[src/rtl/shift_pkg.sv]
package shift_pkg;

    typedef enum logic [2:0] {
        OP_LSL  = 3'd0,
        OP_LSR  = 3'd1,
        OP_ASL  = 3'd2,
        OP_ASR  = 3'd3,
        OP_BID  = 3'd4,
        OP_BIDX = 3'd5
    } sh_op_e;

    // Control word produced by the amount decoder for the shift core.
    typedef struct packed {
        logic to_left;   // direction toward MSB
        logic sat;       // distance covers the whole working width
        logic fill_x;    // vacated bits become undefined
        logic fill_sgn;  // vacated bits take the operand sign
        logic kill;      // unused op code: force zero
    } sh_ctl_t;

    function automatic int max_of(input int x, input int z);
        return (x > z) ? x : z;
    endfunction

    // Number of bits needed to index a distance in [0, n-1]; at least 1.
    function automatic int idx_bits(input int n);
        int r;
        r = 1;
        while ((1 << r) < n) r++;
        return r;
    endfunction

endpackage

[src/rtl/shu_extend.sv]
module shu_extend #(
    parameter int A_W   = 8,
    parameter int W     = 12,
    parameter bit A_SGN = 1'b1
) (
    input  logic [A_W-1:0] a,
    output logic [W-1:0]   aw,
    output logic           sgn
);
    localparam int PAD = W - A_W;

    assign sgn = A_SGN ? a[A_W-1] : 1'b0;

    generate
        if (PAD > 0) begin : g_pad
            assign aw = {{PAD{sgn}}, a};
        end else begin : g_same
            assign aw = a;
        end
    endgenerate
endmodule

[src/rtl/shu_decode.sv]
module shu_decode
    import shift_pkg::*;
#(
    parameter int B_W   = 5,
    parameter bit B_SGN = 1'b1,
    parameter int W     = 12,
    parameter int MAG_W = B_W + 1
) (
    input  logic [2:0]       op,
    input  logic [B_W-1:0]   b,
    output sh_ctl_t          ctl,
    output logic [MAG_W-1:0] mag
);
    logic             bidir;
    logic             neg;
    logic [MAG_W-1:0] b_zx;
    logic [MAG_W-1:0] b_sx;

    assign bidir = (op == OP_BID) || (op == OP_BIDX);
    assign neg   = B_SGN && b[B_W-1];
    assign b_zx  = {1'b0, b};
    assign b_sx  = {b[B_W-1], b};

    always_comb begin
        mag          = b_zx;
        ctl.to_left  = 1'b0;
        ctl.fill_x   = 1'b0;
        ctl.fill_sgn = 1'b0;
        ctl.kill     = 1'b0;
        unique case (op)
            OP_LSL, OP_ASL: ctl.to_left = 1'b1;
            OP_LSR:         ctl.to_left = 1'b0;
            OP_ASR:         ctl.fill_sgn = 1'b1;
            OP_BID, OP_BIDX: begin
                ctl.fill_x = (op == OP_BIDX);
                if (bidir && neg) begin
                    ctl.to_left = 1'b1;
                    mag         = MAG_W'(0) - b_sx;
                end
            end
            default:        ctl.kill = 1'b1;
        endcase
        ctl.sat = (int'(mag) >= W);
    end
endmodule

[src/rtl/shu_barrel.sv]
module shu_barrel
    import shift_pkg::*;
#(
    parameter int W     = 12,
    parameter int MAG_W = 6
) (
    input  logic [W-1:0]     aw,
    input  logic             sgn,
    input  sh_ctl_t          ctl,
    input  logic [MAG_W-1:0] mag,
    output logic [W-1:0]     res
);
    localparam int STG = idx_bits(W);
    localparam int USE = (STG < MAG_W) ? STG : MAG_W;

    logic           fill;
    logic [W-1:0]   stage [USE+1];

    always_comb begin
        if (ctl.fill_x)        fill = 1'bx;
        else if (ctl.fill_sgn) fill = sgn;
        else                   fill = 1'b0;
    end

    assign stage[0] = aw;

    generate
        for (genvar k = 0; k < USE; k++) begin : g_stage
            localparam int D = 1 << k;
            always_comb begin
                for (int i = 0; i < W; i++) begin
                    if (!mag[k]) begin
                        stage[k+1][i] = stage[k][i];
                    end else if (ctl.to_left) begin
                        stage[k+1][i] = (i >= D) ? stage[k][i-D] : fill;
                    end else begin
                        stage[k+1][i] = (i + D < W) ? stage[k][i+D] : fill;
                    end
                end
            end
        end
    endgenerate

    always_comb begin
        if (ctl.sat) res = {W{fill}};
        else         res = stage[USE];
    end
endmodule

[src/rtl/shift_unit.sv]
module shift_unit
    import shift_pkg::*;
#(
    parameter int A_W   = 8,
    parameter int B_W   = 5,
    parameter int Y_W   = 12,
    parameter bit A_SGN = 1'b1,
    parameter bit B_SGN = 1'b1
) (
    input  logic [A_W-1:0] a,
    input  logic [B_W-1:0] b,
    input  logic [2:0]     op,
    output logic [Y_W-1:0] y
);
    localparam int W     = max_of(A_W, Y_W);
    localparam int MAG_W = B_W + 1;

    logic [W-1:0]     aw;
    logic             sgn;
    sh_ctl_t          ctl;
    logic [MAG_W-1:0] mag;
    logic [W-1:0]     res;

    shu_extend #(.A_W(A_W), .W(W), .A_SGN(A_SGN)) u_ext (
        .a(a), .aw(aw), .sgn(sgn)
    );

    shu_decode #(.B_W(B_W), .B_SGN(B_SGN), .W(W), .MAG_W(MAG_W)) u_dec (
        .op(op), .b(b), .ctl(ctl), .mag(mag)
    );

    shu_barrel #(.W(W), .MAG_W(MAG_W)) u_bar (
        .aw(aw), .sgn(sgn), .ctl(ctl), .mag(mag), .res(res)
    );

    assign y = ctl.kill ? '0 : res[Y_W-1:0];
endmodule

[config.mk]
export PLATFORM = sky130hd
export DESIGN_NAME = shift_unit
export DESIGN_NICKNAME = d
export VERILOG_FILES = /design/src/rtl/shift_pkg.sv /design/src/rtl/shu_extend.sv /design/src/rtl/shu_decode.sv /design/src/rtl/shu_barrel.sv /design/src/rtl/shift_unit.sv
export SDC_FILE = /design/constraint.sdc
export NUM_CORES = 1
export LEC_CHECK = 0
export ABC_AREA = 1
export BUFFER_PORTS_ARGS = -buffer_cell sky130_fd_sc_hd__buf_2
export CAP_MARGIN = 40
export CORE_AREA = 2 2 51 53
export DETAILED_ROUTE_END_ITERATION = 8
export DIE_AREA = 0 0 53 55
export PLACE_DENSITY = 0.79
export SLEW_MARGIN = 20
export SYNTH_ARGS = -nofsm -noshare
export SYNTH_HDL_FRONTEND = slang
export SYNTH_SLANG_ARGS = --single-unit
[constraint.sdc]
create_clock -name vclk -period 1.6
set_clock_uncertainty 0.1 [all_clocks]
set_input_delay 0.08 -clock vclk [all_inputs]
set_output_delay 0.08 -clock vclk [all_outputs]
set_load 0.03 [all_outputs]
Word level (Yosys, flattened, before mapping)
Cells that the tools add are included.

RAM bits: 0. Register bits after elaboration: 0. ROM bits: 0. Latch bits: 0. Output and inout bits: 12. Memories kept: 0.

Multiply operators: 0. Div/mod/pow operators: 0. Mux-type cells: 94. Eq/ne operators: 5. Shift operators: 0. Bitwise operators: 0. $lt $le $gt $ge: 1. $add $sub $neg: 1. Reduce and logical (&&, ||, !) cells: 6.

Operators with widths (count): 2-to-1 mux 1 bit (89); 2-to-1 mux 12 bit (2); 2-to-1 mux 6 bit (2); == test 3 x 2 -> 1 bit, second input constant (2); == test 3 bit, second input constant (2); greater-or-equal comparator 6 x 4 -> 1 bit, second input constant (1); OR reduction 6 bit (1); subtractor 1 x 5 -> 6 bit, first input constant (1); OR reduction 2 bit (2); == test 3 x 1 -> 1 bit, second input constant (1); zero test 3 bit (1); case mux 1 bit (2 select lines) (1); logical AND 1 bit (1); logical OR 1 bit (1).

Depth between registers and ports, before layout
Gate-level depths: netlist (run 1).

Depth after elaboration: 15. Mapped depth: 17. Depth with buffers taken out: 16.

Cells and area by module
Synthesis (run 1) repeated with hierarchy kept, for this count alone.

Cells, all modules: 315. Area, all modules: 1542.7 um^2.

By module, submodules not included: shu_barrel (times used 1, sequential area each 0.0 um^2, cells an instance 238, area each 1139.8 um^2); shu_decode (times used 1, sequential area each 0.0 um^2, cells an instance 39, area each 203.9 um^2); shift_unit (times used 1, sequential area each 0.0 um^2, cells an instance 25, area each 101.3 um^2); shu_extend (times used 1, sequential area each 0.0 um^2, cells an instance 13, area each 97.6 um^2).

Least setup slack after synthesis (run 1)
No wires, ideal clock.

Path kind: input port to output port. Start: input port b[0]. End: output port y[2]. Required time: 1.420 ns. Setup slack: -0.542 ns. Data arrival time: 1.962 ns. Buffers on the path: 2. Cell stages on the path: 15. Cells stage by stage: inv_1 -> clkbuf_1 -> ha_1 -> inv_1 -> nand4_1 -> nand2_2 -> buf_6 -> nand4_1 -> nand2_1 -> nand3_1 -> nand2_1 -> nand2_1 -> nand2_1 -> nor2_1 -> nor2_1.

Longest elaborated chain between the ends: 12. Elaborated cells between the ends (all ways): 21. Those cells by class: add/sub: 1; order compare: 1; mux: 19.

Ends and longest elaborated chain: start, declared (line shift_unit.sv:11) `input logic [B_W-1:0] b,`; subtractor 1 x 5 -> 6 bit (line shu_decode.sv:38) `mag = MAG_W'(0) - b_sx;`; 2-to-1 mux 6 bit (line shu_decode.sv:36) `if (bidir && neg) begin`; 2-to-1 mux 6 bit (*) (line shu_decode.sv:30) `unique case (op)`; 2-to-1 mux 1 bit (line shu_barrel.sv:32) `if (!mag[k]) begin`; 2-to-1 mux 1 bit (line shu_barrel.sv:34) `end else if (ctl.to_left) begin`; 2-to-1 mux 1 bit (line shu_barrel.sv:32); 2-to-1 mux 1 bit (line shu_barrel.sv:34); 2-to-1 mux 1 bit (line shu_barrel.sv:32); 2-to-1 mux 1 bit (line shu_barrel.sv:34); 2-to-1 mux 1 bit (line shu_barrel.sv:32); 2-to-1 mux 12 bit (*) (line shu_barrel.sv:45) `if (ctl.sat) res = {W{fill}};`; 2-to-1 mux 12 bit (*) (line shift_unit.sv:36) `assign y = ctl.kill ? '0 : res[Y_W-1:0];`; end, declared (line shift_unit.sv:13) `output logic [Y_W-1:0] y`.

Every way passes the cells marked *; elsewhere a longest branch is shown, timed or not.

Worst setup path after layout (run 1)
Start: input port b[0]. End: output port y[11].

Same word-level chain as after synthesis.

==> impl_metrics.toml, run 1 <==
[timing]
rsz0062_at_grt = "true"
maxSlewViolCount = 0
relSlewSlack = 0.803
period_share = 1.28
fin_ws_ps = -455
setup_viol = 12
fmax_mhz = 487
max_slew.worst_pin.slew_ps = 295
timing.final.crit_period_ps = 2060
tns_ps = -4390
finalHoldViolCount = 0

[setup_path]
path_class = "input pin to output port"
crit_fanout = 4
arrival_ps = 1880
cp-end-kind = "output port"
worstPathRequired_ps = 1420
start_kind = "input pin"

[placed_design]
placed_cell_area_mm2 = 0.00160
port_buffers = 28
pre_cts_ws_ps = -437
hpwl_um = 2950
routabilityCongestion = 0.925
placed_cells = 324

[floorplanning]
core_region_area_mm2 = 0.00236
rows = 18
die_h_um = 55
io_pins = 28
die_w_um = 53
fp.dieArea_mm2 = 0.00292
start_util = 0.504

[synthesis]
synth_seq_area_share = 0
yosysWarnings = 0
synthDistinctLibCells = 28
syn_area_per_cell_um2 = 4.76
synth_area_mm2 = 0.00119
syn_nets = 267
synth_xor_area_frac = 0
synthCells = 250
synth_area_leader_cell = "nand2_1"
yosysMostFrequentCell = "nand2_1"
synth.area.mux_share = 0
synth-adder-area-share = 0.0105
synth_compound_area_frac = 0.123
synth-simple-area-share = 0.693
synth_top_area_frac = 0.306
synthTopCellsByArea = "nand2_1 31%, nand3_1 21%, inv_1 8.5%"
synthTopCellsByCount = "97 x nand2_1, 51 x nand3_1, 27 x inv_1, 12 x nor2_1"
synth_top_family_by_area = "simple AND/OR/NAND/NOR gates"

[grt]
grt_pass1_wl_um = 7000
grt_pass1_vias = 1697
grt-ovfl-total = 0
grt_start_max_net_pins = 14
grt_util_all_layers = 0.308
antenna_found_initial = 0

[cells_and_area]
final_cell_area_mm2 = 0.00191
syn2layout_area_growth_pct = 60.0
antenna_cells = 0
nFillCells = 172
final.clkbuf_count = 0
seq_area_um2 = 0
multiInputGateArea_mm2 = 0.00123
seq_cells = 0
layout-drive-gt1-share = 0.460
final_nets = 319
finalNonFillerCells = 330

[detailed_routing]
firstDrtPassIters = 6
postRouteAntennaNets = 0
vias_per_cell = 5.94
wirelength_um = 4760
wl_per_cell_um = 14.4
drcViolationCount = 0
vias = 1961
drt_iter0_markers = 169

[job]
max-cap-violations = 0

[run_status]
status = "complete, but fails checks"
violations = "negative setup slack"

[min_path]
hold_path.class = "input pin to output port"
holdCritStartpoint = "op[2]"
min_to = "y[8]"
holdPathStages = 6

[pwr]
leakage_uw = 0.00102
p_total_uw = 878
powerDensity_mw_per_mm2 = 461
ir_drop_v = 0.000420

[clock_network]
holdBufCountCts = 0
-- worst max-delay path: stages --
cell and delay [ps]:
buf_8 110, inv_8 40, ha_4 190, inv_2 40
nand4_1 210, nand2_2 210, buf_4 130, nand2_1 50
nand2_1 80, nand2_2 80, nand2_1 70, nand2_1 70
nand2_1 70, nand2_1 60, nand3_1 90, nand2_1 90
inv_2 70, buf_6 120
-- report_power, final --
group	internal (uW)	total, uW	switching [uW]
combinational	338	878	540
clock	0	0	0
sequential	0	0	0
-- cell type report --
type                       instances  share of cell area
inverter                          38              0.0860
multi-input combinational        204               0.644
tap                               30              0.0197
timing repair buffer              58               0.250
-- metal layers --
| layer | part of all wire | vias to the layer above | GRT usage |
|---|---|---|---|
| li1 | - | 917 | - |
| met1 | 0.37 | 855 | 0.381 |
| met2 | 0.49 | 150 | 0.588 |
| met3 | 0.096 | 39 | 0.0161 |
| met4 | 0.044 | 0 | 0.0641 |
| met5 | 0 | - | 0 |
-- cells by family after synthesis --
group                      Yosys count
adders and majority gates            1
buffers and inverters               47
AOI/OAI and AO/OA                   21
and+or+nand+nor                    181
-- cell usage in the layout (no fill, tap or decap), drive strengths merged --
cell | Yosys | routed
nor2 | 14 | 14
o21ai | 5 | 5
clkinv | 1 | 1
a21boi | 1 | 1
ha | 1 | 1
nand2 | 104 | 105
buf | 6 | 58
nand3 | 53 | 53
o211ai | 3 | 3
inv | 37 | 37
nand4 | 10 | 10
a31oi | 1 | 1
a21oi | 11 | 11
-- through the flow --
| step | hold slack (ps) | util |
|---|---|---|
| final | 696 | 0.806 |
| after global routing | 748 | 0.806 |
| after CTS | 697 | 0.762 |
| after detailed placement | 728 | 0.677 |
| after global placement | 726 | 0.677 |
| after floorplan | 418 | - |
-- how the worst max path moves through the flow --
stage	start	endpoint	slack, ps
2_1_floorplan	b[0]	y[3]	-190
3_3_place_gp	b[0]	y[9]	-440
3_5_place_dp	b[1]	y[9]	-440
4_1_cts	b[0]	y[0]	-330
5_1_grt	b[0]	y[10]	-520
6_report	b[0]	y[11]	-460
-- what timing repair did --
item | CTS | global route
pin swaps | 21 | 23
buffers inserted | 3 | 3
gates cloned | 1 | 0
setup endpoints to repair | 12 | 12
resized for setup | 47 | 26
Power figures use the tool's default switching activity.
==> inputs of run 2 (changes only) <==
--- a/config.mk
+++ b/config.mk
@@ -5,13 +5,12 @@
 export SDC_FILE = /design/constraint.sdc
 export NUM_CORES = 1
 export LEC_CHECK = 0
-export ABC_AREA = 1
 export BUFFER_PORTS_ARGS = -buffer_cell sky130_fd_sc_hd__buf_2
 export CAP_MARGIN = 40
 export CORE_AREA = 2 2 51 53
 export DETAILED_ROUTE_END_ITERATION = 8
 export DIE_AREA = 0 0 53 55
-export PLACE_DENSITY = 0.79
+export PLACE_DENSITY = 0.78
 export SLEW_MARGIN = 20
 export SYNTH_ARGS = -nofsm -noshare
 export SYNTH_HDL_FRONTEND = slang
==> run 2 against run 1 <==
Net effect:
- the flow now stops in global routing (5_1_grt)
- synthesized cell count down 30%
- synthesized area down 2.2%
==> impl_metrics.toml, run 2 <==
[placed_design]
placed_cells = 278
routabilityCongestion = 1.00
hpwl_um = 3870
port_buffers = 28

[synthesis]
synth_area_leader_cell = "nand2_1"
synthDistinctLibCells = 58
synth_seq_area_share = 0
syn_nets = 193
yosysWarnings = 0
yosysMostFrequentCell = "nand2_1"
synth_top_area_frac = 0.0677
synthTopCellsByCount = "21 x nand2_1, 15 x o21ai_0, 13 x a21oi_1, 12 x nor2_1, 11 x a31oi_1"
synthCells = 176
synthTopCellsByArea = "nand2_1 6.8%, o21ai_0 6.4%, a31oi_1 5.9%"
synth_area_mm2 = 0.00116
syn_area_per_cell_um2 = 6.62

[floorplanning]
die_h_um = 55
start_util = 0.493
die_w_um = 53
rows = 18
io_pins = 28

[timing]
grt_worst_setup_endpoint = "y[3]"
endpoint_type = "primary output"

[run_status]
status = "did not finish"
error = "[ERROR DPL-0038] Utilization greater than 100%, impossible to legalize"
failed_stage = "global routing (5_1_grt)"

[clock_network]
holdBufCountCts = 0

[grt]
grt_start_max_net_pins = 31
[run 2: kinds of logic after synthesis]
group | after synthesis | share of synthesized area
xor gates and xnor gates | 2 | 0.0215
AOI/OAI and AO/OA | 77 | 0.455
muxes | 7 | 0.0720
buffers and inverters | 18 | 0.0924
and+or+nand+nor | 71 | 0.348
adders and majority gates | 1 | 0.0107
[run 2: metrics by stage]
step / instance area (um^2) / TNS (ps) / setup slack (ps)
after CTS: 2160 / -4730 / -443
after detailed placement: 1930 / -7970 / -720
after global placement: 1930 / -7260 / -656
after floorplan: 1410 / -2610 / -259
[run 2: timing repair]
item                       CTS
pin swaps                   24
cloned                       1
setup endpoints to repair   12
setup buffers                1
gates resized for setup     62
==> inputs of run 3 (changes only) <==
--- a/config.mk
+++ b/config.mk
@@ -7,10 +7,10 @@
 export LEC_CHECK = 0
 export BUFFER_PORTS_ARGS = -buffer_cell sky130_fd_sc_hd__buf_2
 export CAP_MARGIN = 40
-export CORE_AREA = 2 2 51 53
+export CORE_AREA = 2 2 63 65
 export DETAILED_ROUTE_END_ITERATION = 8
-export DIE_AREA = 0 0 53 55
-export PLACE_DENSITY = 0.78
+export DIE_AREA = 0 0 65 67
+export PLACE_DENSITY_LB_ADDON = 0.15
 export SLEW_MARGIN = 20
 export SYNTH_ARGS = -nofsm -noshare
 export SYNTH_HDL_FRONTEND = slang
==> constraint.sdc (replaced) <==
create_clock -name vclk -period 2.1
set_clock_uncertainty 0.1 [all_clocks]
set_input_delay 0.105 -clock vclk [all_inputs]
set_output_delay 0.105 -clock vclk [all_outputs]
set_load 0.03 [all_outputs]
==> run 3 against run 2 <==
Net effect:
- the flow now finishes without violations
- synthesized area did not move
- synthesized cell count is the same
==> impl_metrics.toml, run 3 <==
[timing]
timing.final.crit_period_ps = 2090
timing.hold.ws_ps = 584
finalHoldViolCount = 0
fin_ws_ps = 11.6
maxSlewViolCount = 0
max_slew.worst_pin.slew_ps = 503
setup_viol = 0
period_share = 0.994
fmax_mhz = 479
relSlewSlack = 0.661
rsz0062_at_grt = "true"

[cells_and_area]
final.clkbuf_count = 0
antenna_cells = 0
final_common_cell = "buf_4"
final_nets = 247
final_cell_mix = "37 x buf_4, 21 x nand2_1, 15 x buf_2"
seq_cells = 0
syn2layout_area_growth_pct = 66.2
seq_area_um2 = 0
layout-drive-gt1-share = 0.544

[placed_design]
hpwl_um = 3660
port_buffers = 28
routabilityCongestion = 0.880
pre_cts_ws_ps = -285

[detailed_routing]
routed-wl-met3_um = 246
vias = 1639
drt_iter0_markers = 133
drcViolationCount = 0
routed.top_layer = "met4"
wl_met1_um = 2050
vias_per_cell = 5.94
firstDrtPassIters = 4
wl_met2_um = 2380
postRouteAntennaNets = 0
wirelength_um = 4720
wl_per_cell_um = 17.1

[pwr]
cellInternalPower_uw = 257
swShare = 0.575
leakage_uw = 0.000761
pwr-share-clk = 0
p_comb_frac = 1.000
seq_power_share = 0
powerDensity_mw_per_mm2 = 312
p_switching_uw = 347
ir_drop_v = 0.0000943

[floorplanning]
rows = 22
core_region_area_mm2 = 0.00361
die_w_um = 65
io_pins = 28
start_util = 0.323
fp.dieArea_mm2 = 0.00436
die_h_um = 67

[setup_path]
critPathBufInv = 3
critPathTopFamily = "simple AND/OR/NAND/NOR gates"
crit_top_cell = "nor3_2"
crit_fanout = 8
arrival_ps = 1880
slowest_delay_ps = 440
path_cells = "buf_8 -> clkinv_4 -> ha_4 -> and4b_4 -> a21o_4 -> nor3_2 -> or4_4 -> a21oi_2 -> nor3_2 -> buf_4"
cp-end-kind = "output port"
worstPathRequired_ps = 1890
path_class = "input pin to output port"
slowest_stage = "or4_4"
start_kind = "input pin"

[grt]
grt_pass1_wl_um = 7580
antenna_found_initial = 0
grt_util_all_layers = 0.217
grt-ovfl-total = 0
grt_start_max_net_pins = 31
grt_pass1_vias = 1513

[synthesis]
synth_area_leader_cell = "nand2_1"
synth_area_mm2 = 0.00116
synth_top_area_frac = 0.0677
synthTopCellsByCount = "21 x nand2_1, 15 x o21ai_0, 13 x a21oi_1, 12 x nor2_1, 11 x a31oi_1"
synth_seq_area_share = 0
syn_area_per_cell_um2 = 6.62
syn_nets = 193
yosysWarnings = 0
synthDistinctLibCells = 58
synthTopCellsByArea = "nand2_1 6.8%, o21ai_0 6.4%, a31oi_1 5.9%"
yosysMostFrequentCell = "nand2_1"
synthCells = 176

[min_path]
hold_path.class = "input pin to output port"

[run_status]
status = "complete, no violations"

[job]
max-cap-violations = 0
-- run 3: cell counts after synthesis --
Identical to the previous run, type by type.
-- run 3: path summary, 6_finish.rpt --
check | slack (ps) | start | depth (start not counted) | to
worst max-delay path | 10 | b[0] | 10 | y[9]
worst min-delay path | 580 | b[3] | 4 | y[1]
-- run 3: metrics by stage --
step | std cells | TNS [ps] | cell area, um^2 | util | power, uW
floorplan | 176 | -26.1 | 1240 | - | 325
global placement | 272 | -1900 | 1600 | 0.445 | 494
detailed placement | 272 | -1930 | 1600 | 0.445 | 493
CTS | 273 | -3.14 | 1810 | 0.501 | 562
global route | 276 | -216 | 1940 | 0.537 | 643
finish | 276 | 0 | 1940 | 0.537 | 604
-- run 3: layout make-up --
type                       instances  area (um^2)
multi-input combinational        159         1370
tap                               48         60.1
fill                             351         1670
inverter                           5         23.8
timing repair buffer              64          484
-- run 3: power by group through the flow --
stage / logic (uW) / registers [uW] / clock network [uW]
after floorplan: 325 / 0 / 0
after global placement: 494 / 0 / 0
after detailed placement: 493 / 0 / 0
after CTS: 562 / 0 / 0
after global routing: 643 / 0 / 0
final: 604 / 0 / 0
-- run 3: cell families after synthesis --
group	count (synthesis)	share of synthesized area
AOI/OAI and AO/OA	77	0.455
xor gates and xnor gates	2	0.0215
adders and majority gates	1	0.0107
buffers and inverters	18	0.0924
muxes	7	0.0720
and+or+nand+nor	71	0.348
-- run 3: tightest hold or removal path, cell delays in order --
cell and delay [ps]:
buf_2 150, nand4_1 90, a31oi_2 100, buf_6 140
-- run 3: per-layer routing --
layer | track usage | up-vias
met3 | 0.00845 | 7
met5 | 0 | -
met4 | 0.0186 | 0
li1 | - | 792
met2 | 0.396 | 67
met1 | 0.292 | 773
-- run 3: repair_timing --
action | 4_1_cts | 5_1_grt
gates cloned | 1 | 0
hold buffers | 0 | 0
pin swaps | 16 | 6
buffers inserted | 0 | 3
hold endpoints to repair | 0 | 0
endpoints found under the setup margin | 12 | 12
resized for setup | 43 | 25
